<file path="src/rtl/btn_decide_pkg.sv">
package btn_decide_pkg;

    localparam int NCH     = 4;
    localparam int DW      = 12;
    localparam int HYST_W  = 4;
    localparam int TWIST_W = 3;
    localparam int CW      = DW + 3;

    typedef logic signed [DW-1:0] bdata_t;
    typedef logic signed [CW-1:0] wide_t;

    localparam bdata_t BD_MIN = {1'b1, {(DW-1){1'b0}}};
    localparam bdata_t BD_MAX = {1'b0, {(DW-1){1'b1}}};

    typedef struct packed {
        bdata_t eff;
        logic   hold_next;
    } lane_res_t;

    // Direction select: negate with saturation when the reading falls on press.
    function automatic bdata_t polar_adjust(input bdata_t d, input logic rise);
        if (rise)            return d;
        else if (d == BD_MIN) return BD_MAX;
        else                 return -d;
    endfunction

    function automatic wide_t widen(input bdata_t d);
        return {{(CW-DW){d[DW-1]}}, d};
    endfunction

    // Code times four, zero-extended to the wide comparison width.
    function automatic wide_t times4(input logic [HYST_W-1:0] code);
        return {{(CW-HYST_W-2){1'b0}}, code, 2'b00};
    endfunction

endpackage

</file>
<file path="src/rtl/btn_hyst_lane.sv">
module btn_hyst_lane
    import btn_decide_pkg::*;
(
    input  bdata_t             data_raw,
    input  bdata_t             thresh,
    input  logic               rise,
    input  logic [HYST_W-1:0]  hyst_code,
    input  logic               hold_q,
    output lane_res_t          res
);
    bdata_t eff;
    wide_t  e_w;
    wide_t  t_w;
    wide_t  floor_w;

    always_comb begin
        eff     = polar_adjust(data_raw, rise);
        e_w     = widen(eff);
        t_w     = widen(thresh);
        floor_w = t_w - times4(hyst_code);
        res.eff = eff;
        if (hold_q) res.hold_next = (e_w >= floor_w);
        else        res.hold_next = (e_w >= t_w);
    end

endmodule

</file>
<file path="src/rtl/btn_twist_veto.sv">
module btn_twist_veto
    import btn_decide_pkg::*;
#(
    parameter int N = NCH
) (
    input  bdata_t [N-1:0]      eff,
    input  logic [TWIST_W-1:0]  twist_code,
    output logic                veto
);
    wide_t lim_neg;
    logic  [N-1:0] below;

    always_comb begin
        lim_neg = wide_t'(0) - times4({{(HYST_W-TWIST_W){1'b0}}, twist_code});
    end

    for (genvar i = 0; i < N; i++) begin : g_cmp
        wide_t e_w;
        always_comb begin
            e_w      = widen(eff[i]);
            below[i] = (e_w < lim_neg);
        end
    end

    assign veto = (twist_code != '0) && (|below);

endmodule

</file>
<file path="src/rtl/btn_maxwin_sel.sv">
module btn_maxwin_sel
    import btn_decide_pkg::*;
#(
    parameter int N  = NCH,
    localparam int IW = (N > 1) ? $clog2(N) : 1
) (
    input  logic   [N-1:0] cand,
    input  logic   [N-1:0] group,
    input  bdata_t [N-1:0] eff,
    output logic   [N-1:0] keep
);
    logic          found;
    logic [IW-1:0] best_idx;
    bdata_t        best_val;

    // Strict greater-than keeps the lowest index on ties.
    always_comb begin
        found    = 1'b0;
        best_idx = '0;
        best_val = BD_MIN;
        for (int i = 0; i < N; i++) begin
            if (cand[i] && group[i]) begin
                if (!found || ($signed(eff[i]) > $signed(best_val))) begin
                    found    = 1'b1;
                    best_idx = IW'(i);
                    best_val = eff[i];
                end
            end
        end
        keep = cand & ~group;
        if (found) keep[best_idx] = 1'b1;
    end

endmodule

</file>
<file path="src/rtl/btn_decide_core.sv">
module btn_decide_core
    import btn_decide_pkg::*;
#(
    parameter int N  = NCH,
    localparam int BW = N * DW
) (
    input  logic               clk,
    input  logic               rst,
    input  logic               data_valid,
    input  logic [BW-1:0]      data_word,
    input  logic [BW-1:0]      thresh_word,
    input  logic [HYST_W-1:0]  hyst_code,
    input  logic [TWIST_W-1:0] twist_code,
    input  logic [N-1:0]       maxwin_en,
    input  logic [N-1:0]       dpol_rise,
    input  logic [N-1:0]       opol_high,
    output logic [N-1:0]       btn_state,
    output logic [N-1:0]       btn_pin
);
    lane_res_t      res     [N];
    bdata_t [N-1:0] eff_v;
    logic   [N-1:0] hold_next;
    logic   [N-1:0] hold_q;
    logic   [N-1:0] keep;
    logic   [N-1:0] btn_q;
    logic           veto;

    for (genvar i = 0; i < N; i++) begin : g_lane
        btn_hyst_lane u_lane (
            .data_raw  (bdata_t'(data_word[i*DW +: DW])),
            .thresh    (bdata_t'(thresh_word[i*DW +: DW])),
            .rise      (dpol_rise[i]),
            .hyst_code (hyst_code),
            .hold_q    (hold_q[i]),
            .res       (res[i])
        );
        assign eff_v[i]     = res[i].eff;
        assign hold_next[i] = res[i].hold_next;
        assign btn_pin[i]   = opol_high[i] ? btn_q[i] : ~btn_q[i];
    end

    btn_twist_veto #(.N(N)) u_veto (
        .eff        (eff_v),
        .twist_code (twist_code),
        .veto       (veto)
    );

    btn_maxwin_sel #(.N(N)) u_maxwin (
        .cand  (hold_next),
        .group (maxwin_en),
        .eff   (eff_v),
        .keep  (keep)
    );

    always_ff @(posedge clk) begin
        if (rst) begin
            hold_q <= '0;
            btn_q  <= '0;
        end else if (data_valid) begin
            hold_q <= hold_next;
            btn_q  <= veto ? '0 : keep;
        end
    end

    assign btn_state = btn_q;

    // reset clears the decisions on the next edge
    a_r1_reset_clear: assert property (@(posedge clk) rst |=> btn_state == '0);

    // decisions hold without a valid strobe
    a_r9_hold_idle: assert property (@(posedge clk) disable iff (rst)
        !data_valid |=> $stable(btn_state));

    // a veto on a valid sample leaves no press reported
    a_r4_veto_clear: assert property (@(posedge clk) disable iff (rst)
        (data_valid && veto) |=> btn_state == '0);

    // at most one group member reported after an update
    a_r6_one_winner: assert property (@(posedge clk) disable iff (rst)
        data_valid |=> $countones(btn_state & $past(maxwin_en)) <= 1);

    // a reported press always has its hysteresis memory set
    a_r3_state_in_hold: assert property (@(posedge clk) disable iff (rst)
        (btn_state & ~hold_q) == '0);

endmodule

</file>
<file path="config.mk">
export PLATFORM = sky130hd
export DESIGN_NAME = btn_decide_core
export DESIGN_NICKNAME = d
export VERILOG_FILES = /design/src/rtl/btn_decide_pkg.sv /design/src/rtl/btn_hyst_lane.sv /design/src/rtl/btn_twist_veto.sv /design/src/rtl/btn_maxwin_sel.sv /design/src/rtl/btn_decide_core.sv
export SDC_FILE = /design/constraint.sdc
export NUM_CORES = 1
export LEC_CHECK = 0
export BUFFER_PORTS_ARGS = -buffer_cell sky130_fd_sc_hd__buf_2
export CORE_ASPECT_RATIO = 1.5
export CORE_MARGIN = 4
export CORE_UTILIZATION = 50
export CTS_CLUSTER_SIZE = 40
export DETAILED_ROUTE_END_ITERATION = 10
export HOLD_SLACK_MARGIN = 0.1
export PLACE_DENSITY = 0.85
export SLEW_MARGIN = 20
export SYNTH_ARGS = -nofsm -noshare
export SYNTH_HDL_FRONTEND = slang
export SYNTH_HIERARCHICAL = 1
export SYNTH_SLANG_ARGS = --single-unit
</file>
<file path="constraint.sdc">
create_clock -name clk -period 11.5 [get_ports clk]
set_clock_uncertainty 0.1 [all_clocks]
set_input_delay 2.3 -clock clk [delete_from_list [all_inputs] [get_ports clk]]
set_output_delay 2.3 -clock clk [all_outputs]
set_load 0.01 [all_outputs]
</file>
Word-level counts from Yosys, hierarchy flattened
Cells that the tools add are included.

Add/subtract/negate cells: 9. $lt $le $gt $ge: 17. Equal/unequal tests: 4. Muxes and demuxes: 38. Bitwise gates (word level): 7. Reduce and logical (&&, ||, !) cells: 14.

Operators by type and width (number): two-way mux 12 bit (13); greater-or-equal comparator 12 x 13 -> 1 bit (4); subtractor 12 x 7 -> 13 bit (4); equality test 12 bit (second input constant) (4); greater-or-equal comparator 12 bit (4); less-than comparator 12 x 6 -> 1 bit (4); negation 12 bit (4); greater-than comparator 12 bit (3); two-way mux 1 bit (17); two-way mux 2 bit (5); two-way mux 4 bit (2); logical AND 1 bit (6); subtractor 1 x 5 -> 6 bit (first input constant) (1); bitwise AND 4 bit (1); NOT 1 bit (4); NOT 4 bit (1); bitwise OR 4 bit (1); OR reduction 4 bit (1); logical NOT 1 bit (3); logical OR 1 bit (3); less-than comparator 2 x 3 -> 1 bit (second input constant) (1); nonzero test 3 bit (1); demux 1 bit (select 2 bit) (1); greater-or-equal comparator 2 x 1 -> 1 bit (second input constant) (1).

Bits in registers: 8. Bits of input ports: 118. Logic and storage cells: 91.

Depth between registers and ports, before layout
Gate-level depths: netlist of the first run.

Depth in word-level cells: 26. Gate-level depth with buffers: 47. Gate-level depth less buffers: 43.

Hierarchy
Netlist of the first run, hierarchy kept.

By module, submodules not included: btn_hyst_lane at g_lane[1].u_lane ... (times used 2, cells an instance 163, area each 1132.3 sq um, seq. area each 0.0 sq um); btn_maxwin_sel (times used 1, cells an instance 183, area each 1395.1 sq um, seq. area each 0.0 sq um); btn_hyst_lane at g_lane[0].u_lane (times used 1, cells an instance 162, area each 1134.8 sq um, seq. area each 0.0 sq um); btn_hyst_lane at g_lane[2].u_lane (times used 1, cells an instance 161, area each 1114.8 sq um, seq. area each 0.0 sq um); btn_twist_veto (times used 1, cells an instance 105, area each 913.4 sq um, seq. area each 0.0 sq um); btn_decide_core (times used 1, cells an instance 34, area each 340.3 sq um, seq. area each 160.2 sq um).

Worst setup path before layout of the first run
Ideal clock, no wire load.

Kind: input port to flip-flop. Start point: in thresh_word[2]. End point: reg btn_q[1], in the netlist btn_state[1]. Setup time: 70 ps. Arrival: 10872 ps. Data required time: 11330 ps. Path slack: 458 ps. Cell stages on the path: 47. Path buffers: 4. Cells stage by stage: inv_1 -> ha_1 -> inv_1 -> fa_1 -> a21oi_1 -> nor2b_1 -> nor2b_1 -> nand3_1 -> xnor2_1 -> ha_1 -> nand3_1 -> nor3_2 -> o2bb2ai_1 -> a311oi_1 -> mux2_1 -> a2bb2oi_2 -> and2_1 -> clkbuf_1 -> (+11 left out) -> and4_1 -> nand3_1 -> a21oi_1 -> nor4b_1 -> mux2_1 -> or3_4 -> buf_6 -> mux2_2 -> ha_1 -> nand4_1 -> o32a_1 -> nand3_1 -> a21o_1 -> and2_1 -> o31ai_1 -> a21oi_1 -> nand3b_1 -> a21oi_1.

Word-level cells in the longest chain between the ends: 24. Elaborated cells on any way between the ends: 40. Those cells by class: add/sub: 1; order compare: 7; mux: 23; bitwise: 1; reduce/logical: 8.

RTL lines: from (decl) (line btn_decide_core.sv:11) `input logic [BW-1:0] thresh_word,`; subtractor 12 x 7 -> 13 bit (line btn_hyst_lane.sv:20) `floor_w = t_w - times4(hyst_code);`; greater-or-equal comparator 12 x 13 -> 1 bit (line btn_hyst_lane.sv:22) `if (hold_q) res.hold_next = (e_w >= floor_w);`; two-way mux 1 bit (*) (line btn_hyst_lane.sv:22); net hold_next[0] (line btn_decide_core.sv:22) `logic [N-1:0] hold_next;`; logical AND 1 bit (*) (line btn_maxwin_sel.sv:22) `if (cand[i] && group[i]) begin`; two-way mux 12 bit / two-way mux 1 bit (equally long branches) (line btn_maxwin_sel.sv:22); greater-than comparator 12 bit / logical NOT 1 bit (equally long branches) (line btn_maxwin_sel.sv:23) `if (!found || ($signed(eff[i]) > $signed(best_val))) begin`; logical OR 1 bit (line btn_maxwin_sel.sv:23); (+10 left out); less-than comparator 2 x 3 -> 1 bit (implied by the code) / greater-or-equal comparator 2 x 1 -> 1 bit (equally long branches) (line btn_maxwin_sel.sv:31) `if (found) keep[best_idx] = 1'b1;`; logical AND 1 bit (implied by the code) (line btn_maxwin_sel.sv:31); two-way mux 1 bit (implied by the code) (line btn_maxwin_sel.sv:31); demux 1 bit (select 2 bit); bitwise OR 4 bit (no source line); two-way mux 4 bit (*) (line btn_maxwin_sel.sv:31); net keep[1] (line btn_decide_core.sv:24) `logic [N-1:0] keep;`; two-way mux 4 bit (*) (line btn_decide_core.sv:61) `btn_q <= veto ? '0 : keep;`; to (signal assigned) (line btn_decide_core.sv:61); to (decl) (line btn_decide_core.sv:25) `logic [N-1:0] btn_q;`.

Mark *: on every way through the listed nets, which the timed path passes. The rest lies on a longest branch. A chain may end at the register's enable or synchronous reset.

Final worst setup path of the first run
Same ends and word-level chain as after synthesis.

==> flow_summary.json, run 1 <==
{
  "io_buffers": 125,
  "antenna_cells": 0,
  "worst_pin_slew_ns": 1.021,
  "ys_seq_elements": 8,
  "fmax_ghz": 0.09064,
  "drive_gt1_share_pct": 18.72,
  "dp.cells": 1288,
  "required_ns": 11.56,
  "clk_latency_ns": 0.23,
  "outcome": "finished clean",
  "rows": 53,
  "synthArstFlopShare_pct": 0,
  "min_path_type": "register to register",
  "first_iter_violations": 351,
  "clockRootBuffer": "clkbuf_16",
  "clk_path_buf_depth": 2,
  "cp_max_fo": 6,
  "crit_buf_inv": 5,
  "grt_pass1_vias": 7618,
  "utilization_pct": 58.57,
  "crit_slowest_cell": "or3_4",
  "cts_sinks": 8,
  "hold_slack_ns": 0.4037,
  "fillers": 1331,
  "vias": 7648,
  "grt_pass1_wl_mm": 34.09,
  "powerDensity_nw_per_um2": 72.94,
  "leakagePower_nw": 4.226,
  "hold_viol": 0,
  "synth_area_per_cell_um2": 7.377,
  "yosysUniqueCellTypes": 66,
  "crit_path_end_kind": "register",
  "slew_violations": 0,
  "postSynthCellCount": 971,
  "dieArea_um2": 16340,
  "syn_area_um2": 7163,
  "post-dp-hpwl_mm": 18.18,
  "synthFlopType": "dfxtp_1",
  "critPathKind": "primary input to register",
  "place.gp.congestion": 0.9430,
  "fp.dieW_um": 105.7,
  "yosysWarnings": 6,
  "track_usage_pct": 24.97,
  "fin_nets": 1420,
  "yosysSeqAreaShare_pct": 2.236,
  "start_util_pct": 50.95,
  "drc": 0,
  "cts_buffers": 3,
  "routed_wl_mm": 21.39,
  "wl_per_cell_um": 16.48,
  "ioPinCount": 126,
  "finalCritPeriodShare_pct": 95.93,
  "cts_tree": "done",
  "grt_max_degree": 29,
  "crit_arrival_ns": 11.09,
  "core_um2": 14060,
  "cp_top_family": "simple AND/OR/NAND/NOR gates",
  "die_y_um": 154.6,
  "pre_cts_ws_ns": -0.03806,
  "finalWorstSetupSlack_ns": 0.4679,
  "layoutNonFillerInstCount": 1298,
  "vdd_drop_max_uv": 52.58,
  "syn-num-nets": 1283,
  "htreeDepth": 1,
  "slowest_delay_ns": 0.45,
  "area_growth_pct": 14.95,
  "synth_edf_count": 0,
  "setup_viol": 0,
  "cp-start-kind": "primary input",
  "tns_ns": 0,
  "viasPerCell": 5.892,
  "min_period_ns": 11.03,
  "antenna_found_initial": 0,
  "cts_hold_buffers": 0,
  "cts.clk_slew.worst_paths_ns": 0.04,
  "relSlewSlack_pct": 31.37,
  "first_pass_iters": 5,
  "drv_cap": 0,
  "drtAntennaViolNets": 0,
  "grt-ovfl-total": 0
}
[cell usage after synthesis (all sizes together) (12+ instances only)]
library cell    n  area, µm²
nand2b         12      75.07
nand3          34      190.2
ha            190       2377
nand2          81      311.5
nor3           36      200.2
mux2           22      262.8
a211oi         12      100.1
mux2i          14      140.1
o21a           12      90.09
o211ai         14      115.1
inv           112      420.4
o21ai          33      168.9
a21oi          91      455.4
xnor2          55      481.7
nand4          29      181.4
nor2           76      297.8
nor2b          19      126.4
[per-stage QoR]
step / area (µm²) / total power, mW
floorplan: 7163 / 0.3830
global placement: 8048 / 0.5001
detailed placement: 8048 / 0.5167
CTS: 8123 / 0.5773
global route: 8234 / 0.6644
finish: 8234 / 0.6006
[worst paths after layout]
check                                                  to  slack [ns]                       from  cells after the start
worst max-delay path            btn_state[1]$_SDFFE_PP0P_        0.47             thresh_word[2]                     46
worst min-delay path            btn_state[3]$_SDFFE_PP0P_        0.40  btn_state[3]$_SDFFE_PP0P_                      2
worst max register to register  btn_state[1]$_SDFFE_PP0P_        4.60     hold_q[0]$_SDFFE_PP0P_                     31
worst min register to register  btn_state[3]$_SDFFE_PP0P_        0.40  btn_state[3]$_SDFFE_PP0P_                      2
[worst register-to-register path: cells and delay by family, from the launching register on]
family / cells / cell delay (ns)
AOI/OAI and AO/OA: 11 / 2.14
adders and majority gates: 3 / 0.90
buffers and inverters: 2 / 0.33
DFF: 1 / 0.36
muxes: 3 / 1.00
and+or+nand+nor: 12 / 1.99
[layer usage]
metal / share of wire [%] / track usage, % / up-vias
met5: 0 / 0 / -
met4: 7.3 / 16.67 / 0
met3: 4.1 / 1.670 / 90
met2: 51 / 47.41 / 240
met1: 37 / 25.85 / 3505
li1: - / - / 3813
[cells by family after synthesis]
family                   after synthesis  synth area share, %
multiplexers                          36                5.624
buffers and inverters                122                6.725
AND/OR/NAND/NOR                      332                24.00
flip-flops                             8                2.236
adder cells (fa/ha/maj)              194                34.31
XOR/XNOR                              62                7.581
AO/OA/AOI/OAI                        217                19.53
[sequential cells by signal, indices dropped and copies added (netlist names)]
signal	flops
btn_state	4
hold_q	4
[where the power goes]
group	switching (mW)	internal [mW]
combinational	0.285	0.225
sequential	0.00320	0.0307
clock	0.0122	0.0447
[placed cells by master, fill, tap and decap left out, types with 9 or more instances in the layout]
| cell type | count |
|---|---|
| nand3_1 | 30 |
| o21ai_0 | 24 |
| o21a_1 | 12 |
| nor3_1 | 31 |
| and3_1 | 9 |
| a211oi_1 | 9 |
| buf_2 | 126 |
| buf_4 | 15 |
| and4_1 | 9 |
| nand4_1 | 29 |
| ha_1 | 189 |
| xnor2_1 | 55 |
| nor2b_1 | 17 |
| mux2_2 | 16 |
| a21oi_1 | 90 |
| nand2_1 | 75 |
| mux2i_1 | 14 |
| o211ai_1 | 12 |
| nand2b_1 | 12 |
| inv_1 | 111 |
| nor2_1 | 73 |
[what timing repair did]
item                                   CTS  global route
buffers inserted                         0             6
resized for setup                        0            16
setup endpoints to repair                0             4
endpoints found under the hold margin    0             0
[final cells by class]
cell class	instances	area (µm²)	share of cell area, %
sequential	8	160.2	1.945
timing repair buffer	141	743.2	9.026
tap	192	240.2	2.917
inverter	112	420.4	5.106
clock buffer	3	75.07	0.9117
multi-input combinational	842	6595	80.09
No activity file was read; power rests on OpenSTA's default activity.
==> run 2, diff against run 1 <==
--- a/config.mk
+++ b/config.mk
@@ -8,11 +8,11 @@
 export BUFFER_PORTS_ARGS = -buffer_cell sky130_fd_sc_hd__buf_2
 export CORE_ASPECT_RATIO = 1.5
 export CORE_MARGIN = 4
-export CORE_UTILIZATION = 50
+export CORE_UTILIZATION = 40
 export CTS_CLUSTER_SIZE = 40
 export DETAILED_ROUTE_END_ITERATION = 10
 export HOLD_SLACK_MARGIN = 0.1
-export PLACE_DENSITY = 0.85
+export PLACE_DENSITY = 0.73
 export SLEW_MARGIN = 20
 export SYNTH_ARGS = -nofsm -noshare
 export SYNTH_HDL_FRONTEND = slang
==> run 2 against run 1 <==
- via count is 1.3% lower
- critical endpoint is now btn_state[0]$_SDFFE_PP0P_
- combinational power about the same
- critical path type unchanged
- global-route usage down 4.2 points
- register-to-register slack worse by 0.14 ns
- critical path depth decreased by 3
- final area grew 0.35%
- highest routed layer unchanged
- power increased by 0.63%
- hold slack barely moved
==> flow_summary.json, run 2 (same netlist as run 1, synthesis figures left out) <==
{
  "outcome": "finished clean",
  "r2r-end": "btn_state[0]$_SDFFE_PP0P_",
  "leakagePower_nw": 4.227,
  "critPathKind": "primary input to register",
  "place.gp.congestion": 0.9569,
  "setup_viol": 0,
  "vias": 7545,
  "htreeDepth": 1,
  "drtAntennaViolNets": 0,
  "cp_top_family": "compound AO/OA/AOI/OAI gates",
  "seq_power_share_pct": 5.6,
  "grtUsageMet2_pct": 39.58,
  "slowest_delay_ns": 0.47,
  "viasPerCell": 5.720,
  "fin_nets": 1420,
  "pwr-share-clk_pct": 10.0,
  "crit_slowest_cell": "o311a_4",
  "dieArea_um2": 20160,
  "layout_common_cells": "189 x ha_1, 125 x buf_2, 111 x inv_1",
  "first_pass_iters": 7,
  "r2r_cells": 29,
  "crit_arrival_ns": 11.23,
  "finalCritPeriodShare_pct": 97.08,
  "crit_path_end_kind": "register",
  "cts_hold_buffers": 0,
  "grt.busiest_layer": "met2",
  "first_iter_violations": 320,
  "crit_buf_inv": 3,
  "min-delay-start": "btn_state[3]$_SDFFE_PP0P_",
  "grtUsageMet1_pct": 20.98,
  "track_usage_pct": 20.81,
  "required_ns": 11.57,
  "rows": 59,
  "p_sw_uw": 304.6,
  "min_path_type": "register to register",
  "crit_path_start": "hyst_code[1]",
  "antenna_found_initial": 0,
  "cts_sinks": 8,
  "drc": 0,
  "cp_max_fo": 7,
  "start_util_pct": 40.94,
  "die_y_um": 171.9,
  "pre_cts_ws_ns": -0.1322,
  "final_common_cell": "ha_1",
  "pwr-share-comb_pct": 84.4,
  "ff_latch_area_um2": 160.2,
  "clk_latency_ns": 0.24,
  "hold_viol": 0,
  "vdd_drop_max_uv": 28.53,
  "whs_path_depth": 2,
  "routed_wl_mm": 22.03,
  "cp.depth": 43,
  "multi_input_area_um2": 6603,
  "tns_ns": 0,
  "powerDensity_nw_per_um2": 73.14,
  "ioPinCount": 126,
  "grt-ovfl-total": 0,
  "grt_pass1_wl_mm": 33.64,
  "grt_pass1_vias": 7198,
  "fp.dieW_um": 117.3,
  "rrSetupSlack_ns": 4.46,
  "antenna_cells": 0,
  "switching_share_pct": 50.41,
  "cp-start-kind": "primary input",
  "cts.clk_slew.worst_paths_ns": 0.04,
  "core_um2": 17500,
  "clk_path_buf_depth": 2,
  "worst_hold_path.endpoint": "btn_state[3]$_SDFFE_PP0P_",
  "area_growth_pct": 15.35,
  "hold_slack_ns": 0.4040,
  "drv_cap": 0,
  "finalWorstSetupSlack_ns": 0.3354,
  "grt_max_degree": 29,
  "io_buffers": 125,
  "clockRootBuffer": "clkbuf_16",
  "post-dp-hpwl_mm": 18.94,
  "intPower_uw": 299.7,
  "reg2reg_from": "hold_q[0]$_SDFFE_PP0P_",
  "drive_gt1_share_pct": 18.54,
  "cts_buffers": 3,
  "cts_tree": "done",
  "relSlewSlack_pct": 36.14,
  "fillers": 1775,
  "wl_per_cell_um": 16.71,
  "path_common_cell": "ha_1",
  "fmax_ghz": 0.08957,
  "met3_usage_pct": 1.821,
  "worst_pin_slew_ns": 0.9498,
  "slew_violations": 0,
  "min_period_ns": 11.16
}
## run 2: changes by cell type in the layout (fill, tap and decap cells not counted), sizes merged
cell,change
o311a,+1
buf,-1
## run 2: layout make-up
type	count	share of cell area [%]
Inverter	112	5.088
Tap cell	213	3.225
Multi-Input combinational cell	843	79.91
Sequential cell	8	1.938
Timing Repair Buffer	140	8.934
Clock buffer	3	0.9085
## run 2: power groups by stage
stage / clock network, mW / logic (mW) / registers [mW]
finish: 0.0604 / 0.510 / 0.0337
global route: 0.0640 / 0.569 / 0.0341
CTS: 0.0616 / 0.487 / 0.0337
detailed placement: 0 / 0.484 / 0.0341
global placement: 0 / 0.470 / 0.0341
floorplan: 0 / 0.350 / 0.0331
## run 2: routing by layer
metal | up-vias | wire length (µm)
met4 | 0 | 1747
met3 | 88 | 1043
met2 | 223 | 11210
met1 | 3423 | 8029
met5 | - | 0
li1 | 3811 | -
## run 2: how the worst max path moves through the flow
stage | endpoint | slack (ns)
after floorplan | btn_state[1]$_SDFFE_PP0P_ | 0.46
after global placement | btn_state[1]$_SDFFE_PP0P_ | 0.16
after detailed placement | btn_state[0]$_SDFFE_PP0P_ | -0.13
after CTS | btn_state[0]$_SDFFE_PP0P_ | 0.03
after global routing | btn_state[0]$_SDFFE_PP0P_ | -0.06
final | btn_state[0]$_SDFFE_PP0P_ | 0.34
## run 2: repair_timing
item / CTS / global route
setup endpoints to repair: 0 / 4
gates resized for setup: 0 / 14
setup buffers: 0 / 4
## run 2: metrics by stage
| step | util (%) | cell area [µm²] | instances | power (mW) |
|---|---|---|---|---|
| 5_1_grt | 47.23 | 8263 | 1319 | 0.6670 |
| 3_3_place_gp | 46.19 | 8082 | 1310 | 0.5039 |
| 6_report | 47.23 | 8263 | 1319 | 0.6043 |
| 3_5_place_dp | 46.19 | 8082 | 1310 | 0.5178 |
| 4_1_cts | 46.62 | 8157 | 1313 | 0.5825 |
| 2_1_floorplan | - | 7163 | 971 | 0.3830 |
## run 2: worst reg2reg max path: cells and delay by family (launching register included)
kind	cells	cell delay, ns
simple gates	12	2.44
compound gates	11	2.15
fa+ha+maj	3	0.99
mux	3	0.98
flops	1	0.31
